**src/rtl/flag_offset_pkg.sv**
```systemverilog
package flag_offset_pkg;

    typedef enum logic [1:0] {
        ST_IDLE   = 2'd0,
        ST_PTR_AE = 2'd1,
        ST_PTR_AF = 2'd2
    } ptr_state_e;

    typedef enum logic {
        LOAD_PARALLEL = 1'b0,
        LOAD_SERIAL   = 1'b1
    } load_mode_e;

endpackage

```
**src/rtl/fol_default.sv**
```systemverilog
module fol_default #(
    parameter int W = 8
) (
    input  logic         ld_n,
    input  logic [1:0]   fsel,
    output logic [W-1:0] dflt
);
    localparam int LW = 4;

    logic [LW-1:0] run_len;

    always_comb begin
        run_len = {1'b0, fsel, 1'b0} + {3'b000, ld_n} + 4'd1;
    end

    for (genvar i = 0; i < W; i++) begin : g_bit
        assign dflt[i] = (i < int'(run_len));
    end
endmodule

```
**src/rtl/fol_ctrl.sv**
```systemverilog
module fol_ctrl
    import flag_offset_pkg::*;
(
    input  logic       clk,
    input  logic       rst_n,
    input  logic       ld_n,
    input  logic       sen_n,
    input  logic       pwr_n,
    input  logic       prd_n,
    output load_mode_e mode,
    output logic       shift_en,
    output logic       wr_en,
    output logic       rd_en,
    output logic       sel_af
);
    ptr_state_e state, state_nx;
    logic       win;
    logic       access;

    always_ff @(posedge clk) begin
        if (!rst_n) begin
            mode <= ld_n ? LOAD_SERIAL : LOAD_PARALLEL;
        end
    end

    always_ff @(posedge clk) begin
        if (!rst_n) begin
            state <= ST_IDLE;
        end else begin
            state <= state_nx;
        end
    end

    always_comb begin
        win      = rst_n & ~ld_n;
        shift_en = win & (mode == LOAD_SERIAL) & ~sen_n;
        wr_en    = win & (mode == LOAD_PARALLEL) & ~pwr_n;
        rd_en    = win & ~prd_n;
        access   = wr_en | rd_en;
        sel_af   = (state == ST_PTR_AF);
    end

    always_comb begin
        state_nx = state;
        unique case (state)
            ST_IDLE: begin
                if (!ld_n) begin
                    state_nx = access ? ST_PTR_AF : ST_PTR_AE;
                end
            end
            ST_PTR_AE: begin
                if (ld_n) begin
                    state_nx = ST_IDLE;
                end else if (access) begin
                    state_nx = ST_PTR_AF;
                end
            end
            ST_PTR_AF: begin
                if (ld_n) begin
                    state_nx = ST_IDLE;
                end else if (access) begin
                    state_nx = ST_PTR_AE;
                end
            end
            default: state_nx = ST_IDLE;
        endcase
    end

    // a closed window always leaves the pointer on almost-empty
    p_ptr_clear_r8: assert property (@(posedge clk) disable iff (!rst_n)
        ld_n |=> (state == ST_IDLE));

    // an access while pointing at almost-empty moves to almost-full
    p_ptr_advance_r5: assert property (@(posedge clk) disable iff (!rst_n)
        (state == ST_PTR_AE && !ld_n && (wr_en || rd_en)) |=> (state == ST_PTR_AF));

    // the method never changes outside reset
    p_mode_fixed_r2: assert property (@(posedge clk) disable iff (!rst_n)
        rst_n |=> $stable(mode));
endmodule

```
**src/rtl/fol_store.sv**
```systemverilog
module fol_store #(
    parameter int W = 8
) (
    input  logic         clk,
    input  logic         rst_n,
    input  logic [W-1:0] dflt,
    input  logic         shift_en,
    input  logic         wr_en,
    input  logic         rd_en,
    input  logic         sel_af,
    input  logic         sdi,
    input  logic [W-1:0] wdata,
    output logic [W-1:0] ae_off,
    output logic [W-1:0] af_off,
    output logic [W-1:0] rd_data
);
    localparam int PW = 2 * W;

    logic [PW-1:0] pair;
    logic [W-1:0]  pointed;

    always_comb begin
        pointed = sel_af ? pair[PW-1:W] : pair[W-1:0];
        ae_off  = pair[W-1:0];
        af_off  = pair[PW-1:W];
    end

    always_ff @(posedge clk) begin
        if (!rst_n) begin
            pair    <= {dflt, dflt};
            rd_data <= '0;
        end else begin
            if (shift_en) begin
                pair <= {sdi, pair[PW-1:1]};
            end else if (wr_en) begin
                if (sel_af) begin
                    pair[PW-1:W] <= wdata;
                end else begin
                    pair[W-1:0] <= wdata;
                end
            end
            if (rd_en) begin
                rd_data <= pointed;
            end
        end
    end

    // without a shift or a write the offsets do not move
    p_hold_r4: assert property (@(posedge clk) disable iff (!rst_n)
        (!shift_en && !wr_en) |=> $stable(pair));

    // a read returns what the pointer selected on that edge
    p_read_r7: assert property (@(posedge clk) disable iff (!rst_n)
        rd_en |=> (rd_data == $past(sel_af ? af_off : ae_off)));

    // no read, no change of the readback register
    p_rd_hold_r7: assert property (@(posedge clk) disable iff (!rst_n)
        !rd_en |=> $stable(rd_data));
endmodule

```
**src/rtl/flag_offset_loader.sv**
```systemverilog
module flag_offset_loader
    import flag_offset_pkg::*;
#(
    parameter int W = 8
) (
    input  logic         wclk,
    input  logic         mrst_n,
    input  logic         ld_n,
    input  logic [1:0]   fsel,
    input  logic         sen_n,
    input  logic         sdi,
    input  logic         pwr_n,
    input  logic         prd_n,
    input  logic [W-1:0] pdata_in,
    output logic [W-1:0] ae_off,
    output logic [W-1:0] af_off,
    output logic [W-1:0] rd_data
);
    load_mode_e   mode;
    logic         shift_en;
    logic         wr_en;
    logic         rd_en;
    logic         sel_af;
    logic [W-1:0] dflt;

    fol_default #(.W(W)) u_default (
        .ld_n (ld_n),
        .fsel (fsel),
        .dflt (dflt)
    );

    fol_ctrl u_ctrl (
        .clk      (wclk),
        .rst_n    (mrst_n),
        .ld_n     (ld_n),
        .sen_n    (sen_n),
        .pwr_n    (pwr_n),
        .prd_n    (prd_n),
        .mode     (mode),
        .shift_en (shift_en),
        .wr_en    (wr_en),
        .rd_en    (rd_en),
        .sel_af   (sel_af)
    );

    fol_store #(.W(W)) u_store (
        .clk      (wclk),
        .rst_n    (mrst_n),
        .dflt     (dflt),
        .shift_en (shift_en),
        .wr_en    (wr_en),
        .rd_en    (rd_en),
        .sel_af   (sel_af),
        .sdi      (sdi),
        .wdata    (pdata_in),
        .ae_off   (ae_off),
        .af_off   (af_off),
        .rd_data  (rd_data)
    );

    // the two write methods never act on the same edge
    p_one_method_r6: assert property (@(posedge wclk) disable iff (!mrst_n)
        (mode == LOAD_SERIAL) |-> !wr_en);
endmodule

```
**config.mk**
```make
export PLATFORM = sky130hd
export DESIGN_NAME = flag_offset_loader
export DESIGN_NICKNAME = d
export VERILOG_FILES = /design/src/rtl/flag_offset_pkg.sv /design/src/rtl/fol_default.sv /design/src/rtl/fol_ctrl.sv /design/src/rtl/fol_store.sv /design/src/rtl/flag_offset_loader.sv
export SDC_FILE = /design/constraint.sdc
export NUM_CORES = 1
export LEC_CHECK = 0
export BUFFER_PORTS_ARGS = -buffer_cell sky130_fd_sc_hd__buf_2
export CAP_MARGIN = 20
export CORE_MARGIN = 2
export CORE_UTILIZATION = 50
export CTS_CLUSTER_DIAMETER = 30
export DETAILED_ROUTE_END_ITERATION = 16
export PLACE_DENSITY = 0.78
export SLEW_MARGIN = 20
export SYNTH_ARGS = -nofsm -noshare
export SYNTH_HDL_FRONTEND = slang
export SYNTH_SLANG_ARGS = --single-unit
```
**constraint.sdc**
```tcl
create_clock -name wclk -period 4.15 [get_ports wclk]
set_input_delay 0 -clock wclk [delete_from_list [all_inputs] [get_ports wclk]]
set_output_delay 0 -clock wclk [all_outputs]
set_load 0.05 [all_outputs]
```
# Word level (Yosys, flattened, before mapping)
# Cells that the tools add are included.
# totals
out_inout_bits	24
register_bits	27
word_cells	53
# op_classes
order_cmp	8
muxes	14
reduce_logical	4
addsub	2
eq_ne	8
bitwise	12
# op_table
cell	count
two-way mux 16 bit	3
two-way mux 8 bit	3
less-than comparator 3 x 4 -> 1 bit, first input constant	4
two-way mux 2 bit	6
less-than comparator 1 x 4 -> 1 bit, first input constant	2
less-than comparator 2 x 4 -> 1 bit, first input constant	2
bitwise AND 1 bit	6
!= test 3 x 1 -> 1 bit, second input constant	2
!= test 3 bit, second input constant	2
case mux 2 bit (3 select lines)	1
NOT 1 bit	5
adder 3 x 1 -> 4 bit	1
adder 4 x 1 -> 4 bit, second input constant	1
AND reduction 2 bit	2
!= test 3 x 2 -> 1 bit, second input constant	1
AND reduction 3 bit	1
equality test 2 x 1 -> 1 bit, second input constant	1
equality test 2 bit, second input constant	1
logical NOT 2 bit	1
!= test 2 bit, second input constant	1
two-way mux 1 bit	1
OR 1 bit	1

# Depth between registers and ports, before layout
# Gate-level depths: netlist of run 1.
# depth
ltp_word	8
ltp_mapped	5

# Hierarchy
# A second synthesis of run 1 with hierarchy kept.
# unflattened
hier_cells	143
area_unflattened_um2	1398.8
# by_module_without_submodules
module	seq_area_each_um2	instances	cells_each	area_each_um2
fol_store	640.6	1	109	1122.3
fol_ctrl	70.1	1	14	148.9
fol_default	0.0	1	20	127.6

# Worst setup path after synthesis of run 1
# OpenSTA, ideal clock, no wires.
# synth_path
path_type	register to register
start	register u_ctrl.state[1]
end	register u_store.pair[10], enable pin
n_path_buf	1
arrival_ns	1.140
t_required_ns	3.776
setup_slack_ns	2.636
period_less_slack_ns	1.514
stages_incl_launch_ff	5
cell_sequence	dfxtp_1 nor2b_1 buf_2 a21oi_1 o21ai_1
# synth_between
elab_chain_cells	3
# synth_lines
element	line_no	text
from (decl)	fol_ctrl.sv:16	ptr_state_e state, state_nx;
from (signal assigned)	fol_ctrl.sv:30	state <= state_nx;
equality test 2 bit	fol_ctrl.sv:40	sel_af = (state == ST_PTR_AF);
!= test 3 x 1 -> 1 bit (no source line)	--	
AND reduction 2 bit (no source line)	--	
to (signal assigned)	fol_store.sv:30	pair <= {dflt, dflt};
to (signal assigned)	fol_store.sv:34	pair <= {sdi, pair[PW-1:1]};
to (signal, indexed assignment)	fol_store.sv:37	pair[PW-1:W] <= wdata;
to (decl)	fol_store.sv:19	logic [PW-1:0] pair;
# No other way between the ends.
# A chain may end at the register's enable or synchronous reset.

# Worst setup path after layout of run 1
# layout_path
start	register u_ctrl.state[1]
end	register u_store.pair[11], enable pin
# Same word-level chain as after synthesis.

==> results of run 1 <==
## per-stage QoR
step	hold WS [ns]	util
finish	0.0222	0.605
global placement	0.306	0.584
floorplan	0.0989	-
global route	0.0264	0.605
CTS	0.00509	0.602
detailed placement	0.305	0.584
## flip-flops by register name (all words and copies together), names as in the netlist
name             count
u_store.pair        16
u_ctrl.mode          1
u_ctrl.state         2
u_store.rd_data      8
## worst min-delay path by stage
stage	from	to	cells past startpoint	slack [ns]
6_report	pdata_in[3]	u_store.pair[3]	3	0.02
5_1_grt	pdata_in[3]	u_store.pair[3]	3	0.03
4_1_cts	pdata_in[3]	u_store.pair[3]	3	0.005
3_5_place_dp	sdi	u_store.pair[15]	2	0.30
3_3_place_gp	sdi	u_store.pair[15]	2	0.31
2_1_floorplan	ld_n	u_ctrl.mode	0	0.1
## worst reg2reg max path, stage by stage, from the launching register on
cell,delay (ns)
sky130_fd_sc_hd__dfxtp_1,0.40
sky130_fd_sc_hd__nor2b_1,0.56
sky130_fd_sc_hd__a21oi_1,0.14
sky130_fd_sc_hd__o21ai_1,0.57
## cell type report
type,instances,share of cell area
clock inverter,1,0.00462
timing repair buffer,42,0.136
inverter,4,0.00924
tap,31,0.0239
sequential,27,0.438
multi-input combinational,93,0.375
clock buffer,3,0.0139
## routing by layer
layer,global-route usage,up-vias,part of all wire
met2,0.317,52,0.48
met5,0,-,0
li1,-,562,-
met4,0.0714,0,0.016
met1,0.272,536,0.44
met3,0.0276,5,0.066
## power by group
part	total, mW	switching [mW]	internal (mW)
sequential	0.332	0.0172	0.315
combinational	0.179	0.130	0.0483
clock	0.121	0.0840	0.0371
total	0.632	0.232	0.400
## kinds of logic after synthesis
logic type | Yosys count | synth area share
simple gates | 48 | 0.175
compound gates | 32 | 0.162
flops | 27 | 0.515
buf+inv | 13 | 0.0472
mux | 9 | 0.0662
fa+ha+maj | 3 | 0.0272
xor+xnor | 1 | 0.00635
## cells in the mapped netlist (all sizes together)
| master | instances | share of area |
|---|---|---|
| o211a | 1 | 0.0073 |
| mux2i | 8 | 0.058 |
| o21ai | 17 | 0.083 |
| clkinv | 1 | 0.0027 |
| clkbuf | 1 | 0.0027 |
| nand3 | 11 | 0.047 |
| a31oi | 2 | 0.0091 |
| mux2 | 1 | 0.0082 |
| xnor2 | 1 | 0.0064 |
| nand2 | 5 | 0.014 |
| nand2b | 1 | 0.0045 |
| edfxtp | 17 | 0.37 |
| or3b | 1 | 0.0064 |
| a31o | 1 | 0.0064 |
| ha | 3 | 0.027 |
| nand4bb | 1 | 0.0082 |
| o21bai | 1 | 0.0054 |
| buf | 8 | 0.034 |
| inv | 3 | 0.0082 |
| nor3 | 9 | 0.033 |
| nor2 | 17 | 0.046 |
| o21a | 5 | 0.027 |
| dfxtp | 10 | 0.15 |
| nor4bb | 1 | 0.0073 |
| a21oi | 2 | 0.0073 |
| nor2b | 2 | 0.0091 |
| a211oi | 3 | 0.016 |
==> out/qor.csv, run 1 <==
metric;value;unit
run status;completed;
number of violations reported at the end of detailed-routing iteration 0;25;
power after layout;0.632;mW
CTS tree;yes;
worst-path fanout max;8;
cell area after placement;1570;um2
count of distinct cell types in the synthesized netlist;31;
area of the core region;2690;um2
antenna viol nets, final;0;
worst IR drop on VDD;0.372;mV
critical path capture point;u_store.pair[11];
launching element of the worst setup path;u_ctrl.state[1];
final clock period utilization by the worst path;0.484;
Seq cells post-synth;27;
RSZ-0062 raised after global routing;no;
number of hold violations in the final report;0;
fill count;233;
dpl hpwl;2340;um
nets in the synthesized netlist;153;
maximum number of buffers from clock root to sink;2;
Layout Nets;191;
Fmax achieved;0.498;GHz
depth of the most critical reg-to-reg path;3;
max-cap viol count;0;
final worst clock skew;0.00204;ns
number of buffers inserted during clock tree synthesis;3;
width of the chip;56.5;um
mean cell area of the mapped netlist;10.4;um2
min cycle time layout;2.01;ns
element type at the critical path end;flip-flop;
Sequential cell area;711;um2
warning count from the yosys run;0;
accumulated negative setup slack;0;ns
slowest stage cell, crit path;sky130_fd_sc_hd__o21ai_1;
routed wire length;3020;um
Critical R2R Launch;u_ctrl.state[1];
pwr/cell area;389;nW/um2
post-route cell area;1620;um2
commonest non-fill, non-tap cell in the layout;sky130_fd_sc_hd__buf_2;
Final Non-Filler Cells;201;
number of I/O pins;41;
list of cells traversed by the critical path;nor2b_1, a21oi_1, o21ai_1;
Pleak;0.683;nW
Post-CTS Setup Repair Bufs;0;
crit-path leading delay family;compound AO/OA/AOI/OAI gates;
Max stage delay on crit path;0.57;ns
share of cells above drive strength 1;0.341;
Die ar.;3190;um2
pre-CTS setup slack;2.18;ns
port buffer count;40;
min setup slack post-route;2.14;ns
area used by multi-input combinational logic;609;um2
via count of the first global-routing pass;1037;
Synth-to-Final Area Change;17.8;%
pin count of the biggest net entering global routing;26;
effective utilization at floorplan;0.513;
type of origin of the critical path;flip-flop;
Worst path depth;3;
path category of the worst min-delay check;input pin to flip-flop;
Die Y-Extent;56.5;um
cts repair resizes;0;
type of the worst setup path;flip-flop to flip-flop;
post-detailed-route via-to-cell ratio;5.75;
register-to-register setup slack;2.14;ns
Crit path required time;4.15;ns
number of buffer and inverter stages on the critical path;0;
worst endpoint data arrival time;2.01;ns
destination of the worst register-to-register timing path;u_store.pair[11];
cell count after synthesis;133;
Overall Global Routing Usage;0.198;
most frequent cells in the layout;40 x sky130_fd_sc_hd__buf_2, 17 x sky130_fd_sc_hd__nor2_1, 17 x sky130_fd_sc_hd__edfxtp_1;
first-pass GRT wire length;4850;um
number of antenna violations at the first check in global routing;0;
final weighted congestion in routability-driven placement;0.841;
via count of the routed design;1155;
Worst-Skew Late Latency;0.34;ns
TritonCTS Sinks;27;
DRT Pass-1 Iters;4;
Clock Pin Slew Worst Setup and Hold Paths;0.15;ns
antenna fix cells;0;
total grt overflow;0;
fin. max-slew vios;0;
Root Buffer;sky130_fd_sc_hd__clkbuf_4;
number of failing setup endpoints in the final timing report;0;
DRC violations left;0;
instance count after placement with tap cells included;195;
CTS HTree Levels;1;
cell area after technology mapping;1380;um2
post-synthesis sequential area ratio;0.515;
hold buffer count at CTS;2;
average detailed-routed wire length per instance;15.0;um
headroom to the max-slew limit;0.450;
row count;19;
measured slew at the worst slew-check pin;0.820;ns
No activity file was read; power rests on OpenSTA's default activity.
==> run 2, diff against run 1 <==
CORE_UTILIZATION = 45   (was 50)
PLACE_DENSITY = 0.74   (was 0.78)
clock period = 1.8 ns   (was 4.15 ns; I/O delays follow)
==> run 2 against run 1 <==
Sequential power grew 130%; clock-buffer cell count is the same; worst hold slack lost 0.0080 ns; global-route usage shrank 0.087 points; via count grew 0.95%; critical path type is now input pin to flip-flop; largest power group unchanged; highest routed layer is now met3.
==> out/qor.csv, run 2 (same netlist as run 1, synthesis figures left out) <==
metric;value;unit;change
depth of the most critical reg-to-reg path;4;;+1
DRC violations left;0;;unchanged
power after layout;1.46;mW;+130%
fill count;277;;+19%
post-route cell area;1670;um2;+2.5%
register-to-register setup slack;0.25;ns;-1.89 ns
CTS tree;yes;;
min cycle time layout;1.58;ns;
min setup slack post-route;0.220;ns;-1.92 ns
post-layout util;0.559;;-0.0453
worst IR drop on VDD;0.376;mV;+1.2%
destination of the worst register-to-register timing path;u_store.pair[0];;
Layout Nets;197;;+3.1%
number of buffer and inverter stages on the critical path;3;;+3
Hold Crit Start;pdata_in[3];;
routed wire length;3100;um;+2.7%
leading registers by flop count;u_store.pair x16, u_store.rd_data x8, u_ctrl.state x2;;
share of cells above drive strength 1;0.358;;+0.0168
antenna fix cells;0;;unchanged
Synth-to-Final Area Change;20.8;%;
via count of the first global-routing pass;1093;;+5.4%
number of buffers inserted during clock tree synthesis;3;;unchanged
area of the core region;2980;um2;+11%
width of the chip;59.4;um;+5.0%
Worst path depth;6;;+3
Top reg by flops;u_store.pair;;
final weighted congestion in routability-driven placement;0.954;;+13%
number of hold violations in the final report;0;;unchanged
effective utilization at floorplan;0.463;;-0.0502
pin count of the biggest net entering global routing;17;;-35%
flip-flop count of the largest register after layout;16;;unchanged
total grt overflow;0;;unchanged
port buffer count;40;;unchanged
antenna viol nets, final;0;;unchanged
slowest stage cell, crit path;sky130_fd_sc_hd__dlygate4sd3_1;;
critical path capture point;u_store.pair[0];;
row count;20;;+1
headroom to the max-slew limit;0.550;;+0.100
Worst-Skew Late Latency;0.33;ns;about the same
maximum number of buffers from clock root to sink;2;;unchanged
via count of the routed design;1166;;+0.95%
final worst clock skew;0.0107;ns;+0.00865 ns
worst hold slack;0.0142;ns;-0.00798 ns
pwr/cell area;876;nW/um2;+130%
fin. max-slew vios;0;;unchanged
crit-path leading delay family;buffers and inverters;;
DRT Pass-1 Iters;4;;unchanged
Die ar.;3520;um2;+10%
Overall Global Routing Usage;0.197;;-0.000874
type of the worst setup path;input pin to flip-flop;;
first-pass GRT wire length;5250;um;+8.2%
Pleak;0.712;nW;+4.2%
Crit path required time;1.89;ns;-2.26 ns
final clock period utilization by the worst path;0.878;;
max-cap viol count;0;;unchanged
Clock Pin Slew Worst Setup and Hold Paths;0.16;ns;about the same
run status;completed;;
element type at the critical path end;flip-flop;;
number of failing setup endpoints in the final timing report;0;;unchanged
number of I/O pins;41;;unchanged
RSZ-0062 raised after global routing;no;;
path category of the worst min-delay check;input pin to flip-flop;;
Die Y-Extent;59.4;um;+5.0%
Final Non-Filler Cells;209;;+4.0%
measured slew at the worst slew-check pin;0.675;ns;-0.145 ns
launching element of the worst setup path;ld_n;;
number of antenna violations at the first check in global routing;0;;unchanged
cell area after placement;1620;um2;+3.0%
list of cells traversed by the critical path;dlygate4sd3_1, buf_2, nand4bb_1, buf_4, nor2_1, o21ai_1;;
number of violations reported at the end of detailed-routing iteration 0;50;;+100%
worst endpoint data arrival time;1.67;ns;-0.34 ns
instance count after placement with tap cells included;203;;+4.1%
worst-path fanout max;11;;+3
accumulated negative setup slack;0;ns;unchanged
commonest non-fill, non-tap cell in the layout;sky130_fd_sc_hd__buf_2;;
post-detailed-route via-to-cell ratio;5.58;;-2.9%
Fmax achieved;0.633;GHz;
Root Buffer;sky130_fd_sc_hd__clkbuf_4;;
Post-CTS Setup Repair Bufs;0;;unchanged
Max stage delay on crit path;0.53;ns;-0.04 ns
pre-CTS setup slack;0.263;ns;-1.92 ns
TritonCTS Sinks;27;;unchanged
average detailed-routed wire length per instance;14.9;um;-1.3%
most frequent cells in the layout;40 x sky130_fd_sc_hd__buf_2, 17 x sky130_fd_sc_hd__nor2_1, 17 x sky130_fd_sc_hd__edfxtp_1;;
CTS HTree Levels;1;;unchanged
dpl hpwl;2460;um;+5.1%
type of origin of the critical path;input pin;;
Critical R2R Launch;u_ctrl.mode;;
==> run 2: layout make-up <==
type,instances,area [um2],share of cell area
repair buffers,48,265,0.159
clock buffers,3,22.5,0.0135
well taps,33,41.3,0.0248
inverters,4,15.0,0.00902
multi-input cells,93,603,0.362
clock inverters,1,7.51,0.00451
flip-flops and latches,27,711,0.427
==> run 2: worst register-to-register path, cell delays in order, from the launching register on <==
cell                        delay (ns)
sky130_fd_sc_hd__edfxtp_1         0.43
sky130_fd_sc_hd__nand4bb_1        0.38
sky130_fd_sc_hd__buf_4            0.32
sky130_fd_sc_hd__nor2_1           0.11
sky130_fd_sc_hd__o21ai_1          0.08
==> run 2: power breakdown <==
part / switching [mW] / internal (mW)
combinational: 0.304 / 0.119
clock: 0.185 / 0.0849
sequential: 0.0407 / 0.725
total: 0.530 / 0.930
==> run 2: timing repair <==
action | in CTS | in global routing
endpoints found under the hold margin | 2 | 0
hold buffers | 2 | 0
gates resized for setup | 0 | 0
==> run 2: how the worst min path moves through the flow <==
stage / cells after the start / to
after global placement: 2 / u_store.pair[15]
after detailed placement: 2 / u_store.pair[15]
after floorplan: 0 / u_ctrl.mode
after CTS: 3 / u_store.pair[3]
final: 3 / u_store.pair[11]
after global routing: 3 / u_store.pair[3]
==> run 2: routing by layer <==
layer | global-route usage | part of all wire
met1 | 0.283 | 0.48
met2 | 0.323 | 0.46
met3 | 0.0262 | 0.059
met4 | 0.0292 | 0
met5 | 0 | 0
==> run 3, diff against run 2 <==
CORE_UTILIZATION = 46   (was 45)
PLACE_DENSITY = 0.75   (was 0.74)
SYNTH_HIERARCHICAL = 1   (was default)
==> run 3 against run 2 <==
First-iteration DRC count is 46% higher; total power down 5.4%; worst hold slack better by 0.035 ns; final cell count increased by 5.7%; largest cell class unchanged; highest routed layer is now met4.
==> out/qor.csv, run 3 <==
metric;value;unit;change
TritonCTS Sinks;27;;unchanged
first-pass GRT wire length;4970;um;-5.4%
accumulated negative setup slack;0;ns;unchanged
Max stage delay on crit path;0.53;ns;about the same
share of cells above drive strength 1;0.298;;-0.0601
max-cap viol count;0;;unchanged
Post-synth EDFFs;17;;unchanged
multiplexer area fraction after synthesis;0.0716;;+0.00531
average detailed-routed wire length per instance;14.0;um;-5.6%
Worst path depth;7;;+1
type of origin of the critical path;input pin;;
Crit path required time;1.87;ns;-0.02 ns
top cell type's share of synthesized area;0.365;;-0.00530
Critical R2R Launch;u_ctrl/mode;;
commonest non-fill, non-tap cell in the layout;sky130_fd_sc_hd__buf_2;;
fin. max-slew vios;0;;unchanged
path category of the worst min-delay check;input pin to flip-flop;;
Seq cells post-synth;27;;unchanged
number of violations reported at the end of detailed-routing iteration 0;73;;+46%
Die ar.;3500;um2;-0.71%
RSZ-0062 raised after global routing;no;;
area used by multi-input combinational logic;616;um2;+2.1%
DRT Pass-1 Iters;4;;unchanged
min cycle time layout;1.60;ns;+0.0209 ns
Top reg by flops;u_store/pair;;
number of buffer and inverter stages on the critical path;3;;unchanged
measured slew at the worst slew-check pin;0.377;ns;-0.298 ns
list of cells traversed by the critical path;dlygate4sd3_1, buf_2, or2b_1, nor3b_2, buf_4, nand2b_1, a31oi_1;;
depth of the most critical reg-to-reg path;4;;unchanged
min setup slack post-route;0.199;ns;-0.0209 ns
register-to-register setup slack;0.39;ns;+0.14 ns
row count;20;;unchanged
cell count after synthesis;143;;+7.5%
share of the synthesized area in compound gates (AO/OA/AOI/OAI);0.170;;+0.00751
flip-flop count of the largest register after layout;16;;unchanged
number of antenna violations at the first check in global routing;0;;unchanged
warning count from the yosys run;6;;+6
maximum number of buffers from clock root to sink;2;;unchanged
pwr/cell area;818;nW/um2;-6.6%
via count of the routed design;1236;;+6.0%
instance count after placement with tap cells included;216;;+6.4%
dpl hpwl;2360;um;-4.2%
pin count of the biggest net entering global routing;37;;+20
effective utilization at floorplan;0.470;;+0.00672
xor and xnor area share after synthesis;0;;-0.00635
launching element of the worst setup path;ld_n;;
share of synthesized registers carrying an async set or reset;0;;unchanged
type of the worst setup path;input pin to flip-flop;;
critical path capture point;u_store/pair[2];;
DRC violations left;0;;unchanged
number of hold violations in the final report;0;;unchanged
total grt overflow;0;;unchanged
final clock period utilization by the worst path;0.889;;+0.0116
Overall Global Routing Usage;0.184;;-0.0127
Post-CTS Setup Repair Bufs;0;;unchanged
most frequent cells in the layout;40 x sky130_fd_sc_hd__buf_2, 23 x sky130_fd_sc_hd__nand2_1, 17 x sky130_fd_sc_hd__edfxtp_1;;
number of I/O pins;41;;unchanged
count of distinct cell types in the synthesized netlist;27;;-13%
cell area after placement;1650;um2;+1.9%
post-detailed-route via-to-cell ratio;5.59;;+0.25%
Root Buffer;sky130_fd_sc_hd__clkbuf_4;;
CTS tree;yes;;
destination of the worst register-to-register timing path;u_store/pair[2];;
Sequential cell area;711;um2;unchanged
nets in the synthesized netlist;162;;+5.9%
cell area after technology mapping;1400;um2;+1.5%
mean cell area of the mapped netlist;9.78;um2;-5.6%
routed wire length;3100;um;-0.19%
slowest stage cell, crit path;sky130_fd_sc_hd__dlygate4sd3_1;;
Pleak;0.705;nW;-1.0%
headroom to the max-slew limit;0.746;;+0.196
antenna viol nets, final;0;;unchanged
Layout Nets;208;;+5.6%
Fmax achieved;0.625;GHz;-1.3%
element type at the critical path end;flip-flop;;
antenna fix cells;0;;unchanged
Synth-to-Final Area Change;20.6;%;
final weighted congestion in routability-driven placement;0.823;;-14%
ranking of synthesized cells by instance count;23 x sky130_fd_sc_hd__nand2_1, 17 x sky130_fd_sc_hd__edfxtp_1, 16 x sky130_fd_sc_hd__a31oi_1;;
post-route cell area;1690;um2;+1.3%
Final Non-Filler Cells;221;;+5.7%
cell taking the most area after synthesis;sky130_fd_sc_hd__edfxtp_1;;
pre-CTS setup slack;0.374;ns;+0.111 ns
number of failing setup endpoints in the final timing report;0;;unchanged
run status;completed;;
Clock Pin Slew Worst Setup and Hold Paths;0.15;ns;about the same
worst-path fanout max;11;;unchanged
most frequent cell after synthesis;sky130_fd_sc_hd__nand2_1;;
width of the chip;59.1;um;-0.35%
worst endpoint data arrival time;1.67;ns;about the same
final worst clock skew;0.0113;ns;+0.000619 ns
post-synthesis sequential area ratio;0.508;;-0.00738
number of buffers inserted during clock tree synthesis;3;;unchanged
leading post-synthesis cells by cell area;sky130_fd_sc_hd__edfxtp_1 36%, sky130_fd_sc_hd__dfxtp_1 14%, sky130_fd_sc_hd__a31oi_1 7.2%;;
area of the core region;2980;um2;unchanged
crit-path leading delay family;buffers and inverters;;
arithmetic-cell share of the synthesized area counting full adders, half adders and majority gates;0.0179;;-0.00933
leading registers by flop count;u_store/pair x16, u_store/rd_data x8, u_ctrl/state x2;;
Die Y-Extent;59.1;um;-0.35%
synthesized-area fraction occupied by and/or/nand/nor cells;0.177;;+0.00197
power after layout;1.38;mW;-5.4%
Main synth FF type;sky130_fd_sc_hd__edfxtp_1;;
cts repair resizes;0;;unchanged
worst IR drop on VDD;0.290;mV;-23%
port buffer count;40;;unchanged
Worst-Skew Late Latency;0.33;ns;about the same
CTS HTree Levels;1;;unchanged
via count of the first global-routing pass;1125;;+2.9%
main combinational cell family by area after synthesis;simple AND/OR/NAND/NOR gates;;
fill count;273;;-1.4%
## run 3: cell types whose count changed after synthesis, sizes merged, moves of 3 or more
cell | before | now
a211oi | 3 | 0
a21oi | 2 | 8
a31oi | 2 | 16
nand2 | 5 | 23
nand2b | 1 | 9
nand3 | 11 | 0
nor2 | 17 | 10
nor3 | 9 | 1
o21a | 5 | 0
o21ai | 17 | 12
## run 3: routing by layer
layer  share of wire  vias to the layer above  track usage
li1                -                      599            -
met1            0.43                      590        0.254
met2            0.50                       45        0.305
met3           0.062                        2       0.0153
met4          0.0074                        0       0.0649
met5               0                        -            0
## run 3: repair_timing
action / CTS / global route
endpoints found under the setup margin: 0 / 0
endpoints found under the hold margin: 1 / 0
hold buffers: 1 / 0
## run 3: worst min-delay path by stage
stage                     start               end  slack [ns]  cells after the start
after floorplan            ld_n       u_ctrl/mode         0.1                      0
after global placement     ld_n       u_ctrl/mode        0.30                      1
after detailed placement   ld_n       u_ctrl/mode        0.31                      1
after CTS                   sdi  u_store/pair[15]        0.04                      3
after global routing        sdi  u_store/pair[15]        0.05                      3
final                       sdi  u_store/pair[15]        0.05                      3
## run 3: per-stage QoR
stage / hold slack (ns) / utilization
after floorplan: 0.0989 / -
after global placement: 0.300 / 0.553
after detailed placement: 0.307 / 0.553
after CTS: 0.0420 / 0.566
after global routing: 0.0503 / 0.566
final: 0.0490 / 0.566
## run 3: layout make-up
type | count | area share
clock buffer | 3 | 0.0134
multi-input combinational | 103 | 0.365
timing repair buffer | 49 | 0.160
inverter | 5 | 0.0111
tap | 33 | 0.0245
clock inverter | 1 | 0.00445
sequential | 27 | 0.421
## run 3: kinds of logic after synthesis
logic type | count (synthesis)
compound gates | 40
flops | 27
fa+ha+maj | 2
mux | 10
simple gates | 51
buf+inv | 13
## run 3: where the power goes
| part | leakage, nW | total, mW | internal [mW] | switching [mW] |
|---|---|---|---|---|
| sequential | 0.247 | 0.746 | 0.714 | 0.0313 |
| combinational | 0.444 | 0.366 | 0.107 | 0.259 |
| clock | 0.0139 | 0.268 | 0.0850 | 0.183 |
## run 3: worst register-to-register path, cell delays in order, from the launching register on
cell and delay, ns:
sky130_fd_sc_hd__edfxtp_1 0.43, sky130_fd_sc_hd__nor3_1 0.27, sky130_fd_sc_hd__inv_1 0.07, sky130_fd_sc_hd__o21ai_0 0.21
sky130_fd_sc_hd__buf_4 0.18
